### src/rtl/clmul_pkg.sv
package clmul_pkg;

  // Width of a carry-less product of two w-bit polynomials.
  function automatic int unsigned prod_width(input int unsigned w);
    return 2 * w - 1;
  endfunction

endpackage

### src/rtl/clmul_pp_gen.sv
// Builds one shifted copy of op_a per bit of op_b, gated by that bit.
module clmul_pp_gen #(
  parameter int unsigned WIDTH = 11,
  localparam int unsigned PW   = clmul_pkg::prod_width(WIDTH)
) (
  input  logic [WIDTH-1:0]          op_a,
  input  logic [WIDTH-1:0]          op_b,
  output logic [WIDTH-1:0][PW-1:0]  pp
);

  localparam int unsigned PAD = PW - WIDTH;

  logic [PW-1:0] a_ext;
  assign a_ext = {{PAD{1'b0}}, op_a};

  for (genvar i = 0; i < WIDTH; i++) begin : g_row
    assign pp[i] = op_b[i] ? (a_ext << i) : '0;
  end

endmodule

### src/rtl/clmul_xor_accum.sv
// Folds the partial products together with XOR, starting from zero.
module clmul_xor_accum #(
  parameter int unsigned WIDTH = 11,
  localparam int unsigned PW   = clmul_pkg::prod_width(WIDTH)
) (
  input  logic [WIDTH-1:0][PW-1:0] pp,
  output logic [PW-1:0]            sum
);

  always_comb begin
    logic [PW-1:0] acc;
    acc = '0;
    for (int i = 0; i < int'(WIDTH); i++) begin
      acc = acc ^ pp[i];
    end
    sum = acc;
  end

endmodule

### src/rtl/clmul_out_reg.sv
// Result register with a written-out load enable and a valid flag.
module clmul_out_reg #(
  parameter int unsigned PW = 21
) (
  input  logic          clk,
  input  logic          rst_n,
  input  logic          load,
  input  logic [PW-1:0] d,
  output logic          q_valid,
  output logic [PW-1:0] q
);

  logic [PW-1:0] q_nxt;
  logic          v_nxt;

  always_comb begin
    q_nxt = q;
    if (load) begin
      q_nxt = d;
    end
    v_nxt = load;
  end

  always_ff @(posedge clk or negedge rst_n) begin
    if (!rst_n) begin
      q       <= '0;
      q_valid <= 1'b0;
    end else begin
      q       <= q_nxt;
      q_valid <= v_nxt;
    end
  end

endmodule

### src/rtl/gf2_poly_mult.sv
module gf2_poly_mult #(
  parameter int unsigned WIDTH = 11,
  localparam int unsigned PW   = clmul_pkg::prod_width(WIDTH)
) (
  input  logic             clk,
  input  logic             rst_n,
  input  logic             in_valid,
  input  logic [WIDTH-1:0] op_a,
  input  logic [WIDTH-1:0] op_b,
  output logic             out_valid,
  output logic [PW-1:0]    product
);

  logic [WIDTH-1:0][PW-1:0] pp;
  logic [PW-1:0]            comb_prod;

  clmul_pp_gen #(.WIDTH(WIDTH)) u_pp (
    .op_a (op_a),
    .op_b (op_b),
    .pp   (pp)
  );

  clmul_xor_accum #(.WIDTH(WIDTH)) u_acc (
    .pp  (pp),
    .sum (comb_prod)
  );

  clmul_out_reg #(.PW(PW)) u_reg (
    .clk     (clk),
    .rst_n   (rst_n),
    .load    (in_valid),
    .d       (comb_prod),
    .q_valid (out_valid),
    .q       (product)
  );

  // output valid is the input valid one cycle later
  a_r2_valid_delay: assert property (@(posedge clk) disable iff (!rst_n)
    in_valid |=> out_valid);
  a_r2_valid_drop: assert property (@(posedge clk) disable iff (!rst_n)
    !in_valid |=> !out_valid);

  // no capture means no change
  a_r3_hold: assert property (@(posedge clk) disable iff (!rst_n)
    !in_valid |=> $stable(product));

  // a zero factor gives a zero product
  a_r5_zero_operand: assert property (@(posedge clk) disable iff (!rst_n)
    (in_valid && (op_a == '0 || op_b == '0)) |=> (product == '0));

  // multiplying by the polynomial 1
  a_r6_identity: assert property (@(posedge clk) disable iff (!rst_n)
    (in_valid && op_b == WIDTH'(1)) |=>
      (product == {{(PW-WIDTH){1'b0}}, $past(op_a)}));

  // leading coefficient of the product
  a_r8_top_bit: assert property (@(posedge clk) disable iff (!rst_n)
    in_valid |=> (product[PW-1] == ($past(op_a[WIDTH-1]) & $past(op_b[WIDTH-1]))));

endmodule

### config.mk
export PLATFORM = sky130hd
export DESIGN_NAME = gf2_poly_mult
export DESIGN_NICKNAME = d
export VERILOG_FILES = /design/src/rtl/clmul_pkg.sv /design/src/rtl/clmul_pp_gen.sv /design/src/rtl/clmul_xor_accum.sv /design/src/rtl/clmul_out_reg.sv /design/src/rtl/gf2_poly_mult.sv
export SDC_FILE = /design/constraint.sdc
export NUM_CORES = 1
export LEC_CHECK = 0
export BUFFER_PORTS_ARGS = -buffer_cell sky130_fd_sc_hd__buf_2
export CORE_ASPECT_RATIO = 0.6
export CORE_UTILIZATION = 60
export DETAILED_ROUTE_END_ITERATION = 6
export MAX_ROUTING_LAYER = met4
export PLACE_DENSITY = 0.87
export SETUP_SLACK_MARGIN = 0.5
export SYNTH_ARGS = -nofsm -noshare
export SYNTH_HDL_FRONTEND = slang
export SYNTH_SLANG_ARGS = --single-unit
export TNS_END_PERCENT = 1
### constraint.sdc
create_clock -name clk -period 2.3 [get_ports clk]
set_input_delay 0 -clock clk [delete_from_list [all_inputs] [get_ports clk]]
set_output_delay 0 -clock clk [all_outputs]
set_load 0.005 [all_outputs]
# Yosys cells after proc, flatten, opt, wreduce, memory -nomap -nowiden
# Cells that the tools add are included.
# word_totals
register_bits	22
in_bits	25
output_inout_bits	22
word_cells	23
# classes
muxes	11
bitwise_logic	10
# op_table
operator	n
2-to-1 mux 21 bit	1
bitwise XOR 21 x 13 -> 21 bit	1
bitwise XOR 21 x 14 -> 21 bit	1
bitwise XOR 21 x 15 -> 21 bit	1
bitwise XOR 21 x 16 -> 21 bit	1
bitwise XOR 21 x 17 -> 21 bit	1
bitwise XOR 21 x 18 -> 21 bit	1
bitwise XOR 21 x 19 -> 21 bit	1
bitwise XOR 21 x 20 -> 21 bit	1
bitwise XOR 21 bit	1
2-to-1 mux 20 bit	1
2-to-1 mux 19 bit	1
2-to-1 mux 18 bit	1
2-to-1 mux 17 bit	1
2-to-1 mux 16 bit	1
2-to-1 mux 15 bit	1
2-to-1 mux 14 bit	1
2-to-1 mux 13 bit	1
2-to-1 mux 12 bit	1
bitwise XOR 11 x 12 -> 12 bit	1
2-to-1 mux 11 bit	1

# Depth between registers and ports, before layout
# logic_depth
depth_word	11
depth_mapped	6
ltp_nobuf	5

# Modules after synthesis
# Synthesis repeated with hierarchy kept, for this count alone.
# hier_totals
hier_cells	488
area_unflattened_um2	4633.2
# modules_own_cells
mod	n_inst	cells_each	area_each_um2	seq_area_each_um2
clmul_xor_accum	1	189	1944.4	0.0
clmul_pp_gen	1	254	1804.2	0.0
clmul_out_reg	1	45	884.6	550.5

# Worst setup path after synthesis
# Ideal clock, no wire load.
# synth_path
path_kind	input to register
start	input op_a[7]
end	register u_reg.q[8]
setup_ps	125
t_arrival_ps	1125
required_ps	2175
setup_slack_ps	1050
path_stages	6
path_buffers	1
cell_sequence	buf_2 > nand2_1 > xnor2_1 > xnor3_1 > xnor2_1 > mux2_2
# synth_via
elab_chain_cells	11
# synth_rtl
element	line_no	source
start: declaration	gf2_poly_mult.sv:8	input logic [WIDTH-1:0] op_a,
2-to-1 mux 12 bit	clmul_pp_gen.sv:17	assign pp[i] = op_b[i] ? (a_ext << i) : '0;
bitwise XOR 11 x 12 -> 12 bit	clmul_xor_accum.sv:14	acc = acc ^ pp[i];
bitwise XOR 21 x 13 -> 21 bit	clmul_xor_accum.sv:14	
bitwise XOR 21 x 14 -> 21 bit	clmul_xor_accum.sv:14	
bitwise XOR 21 x 15 -> 21 bit	clmul_xor_accum.sv:14	
bitwise XOR 21 x 16 -> 21 bit	clmul_xor_accum.sv:14	
bitwise XOR 21 x 17 -> 21 bit	clmul_xor_accum.sv:14	
bitwise XOR 21 x 18 -> 21 bit	clmul_xor_accum.sv:14	
bitwise XOR 21 x 19 -> 21 bit	clmul_xor_accum.sv:14	
bitwise XOR 21 x 20 -> 21 bit	clmul_xor_accum.sv:14	
bitwise XOR 21 bit	clmul_xor_accum.sv:14	
end signal: assignment	clmul_out_reg.sv:29	q <= q_nxt;
end: declaration	clmul_out_reg.sv:10	output logic [PW-1:0] q
# No other way between the ends.
# A chain may end at the register's enable or synchronous reset.

# Worst setup path in the final report
# layout_path
start	input op_a[10]
end	register u_reg.q[10]
# layout_via
elab_chain_cells	11
# layout_rtl
element	line_no
2-to-1 mux 11 bit	clmul_pp_gen.sv:17
bitwise XOR 11 x 12 -> 12 bit	clmul_xor_accum.sv:14
bitwise XOR 21 x 13 -> 21 bit	clmul_xor_accum.sv:14
bitwise XOR 21 x 14 -> 21 bit	clmul_xor_accum.sv:14
bitwise XOR 21 x 15 -> 21 bit	clmul_xor_accum.sv:14
bitwise XOR 21 x 16 -> 21 bit	clmul_xor_accum.sv:14
bitwise XOR 21 x 17 -> 21 bit	clmul_xor_accum.sv:14
bitwise XOR 21 x 18 -> 21 bit	clmul_xor_accum.sv:14
bitwise XOR 21 x 19 -> 21 bit	clmul_xor_accum.sv:14
bitwise XOR 21 x 20 -> 21 bit	clmul_xor_accum.sv:14
bitwise XOR 21 bit	clmul_xor_accum.sv:14
# No other way between the ends.

==> impl_metrics.toml <==
[global_routing]
grt_pass1_wl_mm = 8.58
grt_busiest_layer = "met2"
grtUsageMet1 = 0.362
met3_usage = 0.0759
grt.overflow.total = 0
grt_util_met2 = 0.476
grt_pass1_vias = 1859
grtUsageTotal = 0.290
antenna_found_initial = 0
grt_max_degree = 35

[setup_path]
r2r-start = "u_reg.q[10]"
worstSetupPathType = "in -> reg"
cp_max_fo = 11
rr_endpoint = "u_reg.q[10]"
end_kind = "flip-flop"
r2r_slack_ps = 1530
required_ps = 2450
arrival_ps = 1360
ff2ff_path_depth = 1
crit_path_start_kind = "primary input"

[route]
avgRoutedWirePerCell_um = 13.8
avgViaCountPerCell = 5.30
drc_errors = 0
routed_wl_mm = 5.05
vias = 1940
ant_nets = 0
drtPass1Iterations = 7
drtIter0Drc = 204

[logic_synthesis]
synth-simple-area-share = 0.220
avgSynthCellArea_sq_um = 7.59
synthMuxAreaShare = 0.0466
synth_top_family_by_area = "XOR/XNOR gates"
netlist_area_sq_um = 2250
ys_ff_latch = 22
synth_compound_area_frac = 0.0267
synth_fa_ha_area_frac = 0
synth.area.top_cells = "xnor2_1 (26%), dfrtp_1 (24%), nand2_1 (20%)"
synth_cells = 297
seq_area_frac_synth = 0.244
synth_top_area_share = 0.264
synth_xor_xnor_area_share = 0.400
synth-warning-count = 0
synth_top_cell_by_area = "xnor2_1"
yosysUniqueCellTypes = 16
synth_nets = 322

[run]
max_cap_viol_count = 0

[hold_path]
hold_class = "in -> reg"
hold_path.startpoint = "op_b[0]"
min_to = "u_reg.q[0]"
holdPathStages = 3

[clock_tree]
htree_num_levels = 1
cts_buffers = 3
cts_setup_buffers = 0
ctsLongestPathBuffers = 2
numClockSinks = 22
clkSlewWorstSetupHoldPaths_ps = 70
cts_root_buffer = "clkbuf_8"
tritoncts = "done"
clk_latency_ps = 260

[placement]
place_hpwl_mm = 3.68
placed_cells = 362
pre_cts_ws_ps = 827
port_buffers = 46
place.gp.congestion = 0.865

[timing]
rsz0062_at_grt = "false"
setup_viol = 0
period_needed_ps = 1210
skew_ps = 0
finalWorstSetupSlack_ps = 1090
maxSlewViolCount = 0
slew_headroom = 0.609
finalCritPeriodShare = 0.525
tightest_slew_ps = 586
setup_tns_ps = 0
hold_viol_final = 0
fmax_ghz = 0.828

[final_layout]
fillers = 290
layout-drive-gt1-share = 0.184
fin_cells = 366
final_net_count = 348
area_growth_pct = 9.11
final_core_util = 0.718
n_antenna_cell = 0

[floorplanning]
die_x_um = 81.1
initial_utilization = 0.658
die_h_um = 49.5
num_rows = 16
pin_count = 47
core_area_sq_um = 3420
die-area_sq_um = 4010

[power_and_ir_drop]
peakVddDrop_v = 0.000399
p_leak_nw = 1.11
pwr_density_cell_nw_per_um2 = 601

[outcome]
status = "finished, final reports clean"
==> logic make-up (layout without fill, tap and decap cells) <==
group / after synthesis / after routing
AOI/OAI and AO/OA: 12 / 12
xor gates and xnor gates: 95 / 95
buffers and inverters: 28 / 52
DFF: 22 / 22
muxes: 9 / 9
and+or+nand+nor: 131 / 131
==> metrics by stage <==
step	cell area [sq um]	total power, W	hold slack [ps]
floorplan	2250	0.00105	-296
global placement	2410	0.00123	-21.3
detailed placement	2410	0.00125	-15.4
CTS	2460	0.00149	114
global route	2460	0.00158	107
finish	2460	0.00148	103
==> layout make-up <==
type / count / area [sq um] / area share
multi-input combinational: 247 / 1560 / 0.636
sequential: 22 / 551 / 0.224
timing repair buffer: 47 / 240 / 0.0977
tap: 45 / 56.3 / 0.0229
clock buffer: 3 / 41.3 / 0.0168
inverter: 2 / 7.51 / 0.00305
==> power breakdown <==
part | total (W) | switching [W] | internal (W) | leakage, nW
registers | 0.000545 | 0.0000524 | 0.000493 | 0.256
clock network | 0.000235 | 0.000118 | 0.000117 | 0.0216
logic | 0.000698 | 0.000329 | 0.000369 | 0.832
==> synthesized netlist by cell type <==
master,count
clkbuf_1,3
nand2_1,118
buf_2,22
nand3_1,2
dfrtp_1,22
inv_1,2
nor2_1,10
mux2_2,8
buf_6,1
mux2_4,1
xnor2_1,68
nand2_2,1
o21ai_0,2
a21oi_1,10
xor2_1,22
xnor3_1,5
==> how the worst max path moves through the flow <==
stage,startpoint,end,cells after the start
floorplan,op_a[7],u_reg.q[8],6
global placement,op_b[0],u_reg.q[10],6
detailed placement,op_b[0],u_reg.q[10],6
CTS,op_b[0],u_reg.q[10],6
global route,op_b[6],u_reg.q[8],6
finish,op_a[10],u_reg.q[10],6
==> routing by layer <==
| metal | up-vias | wire [um] |
|---|---|---|
| li1 | 946 | - |
| met1 | 925 | 2110 |
| met2 | 63 | 2490 |
| met3 | 6 | 411 |
| met4 | 0 | 42 |
| met5 | - | 0 |
==> critical path, cell delays in order <==
cell	delay (ps)
buf_2	210
nand2_1	90
xnor2_1	220
xnor2_1	160
xnor3_1	420
mux2_4	260
==> state kept, by name, indices dropped and copies added (netlist names) <==
register       flops
u_reg.q           21
u_reg.q_valid      1
==> cells in the final DEF, fill, tap and decap left out, drive strengths merged <==
cell / instances
mux2: 9
o21ai: 2
xor2: 22
inv: 2
buf: 46
nand2: 119
a21oi: 10
nor2: 10
nand3: 2
dlygate4sd3: 1
dfrtp: 22
clkbuf: 3
xnor2: 68
xnor3: 5
==> what timing repair did <==
item                                   in CTS  in global routing
hold buffers                                1                  0
resized for setup                           0                  0
endpoints found under the hold margin      22                  0
Note: power is estimated with default switching activity, not from simulation.
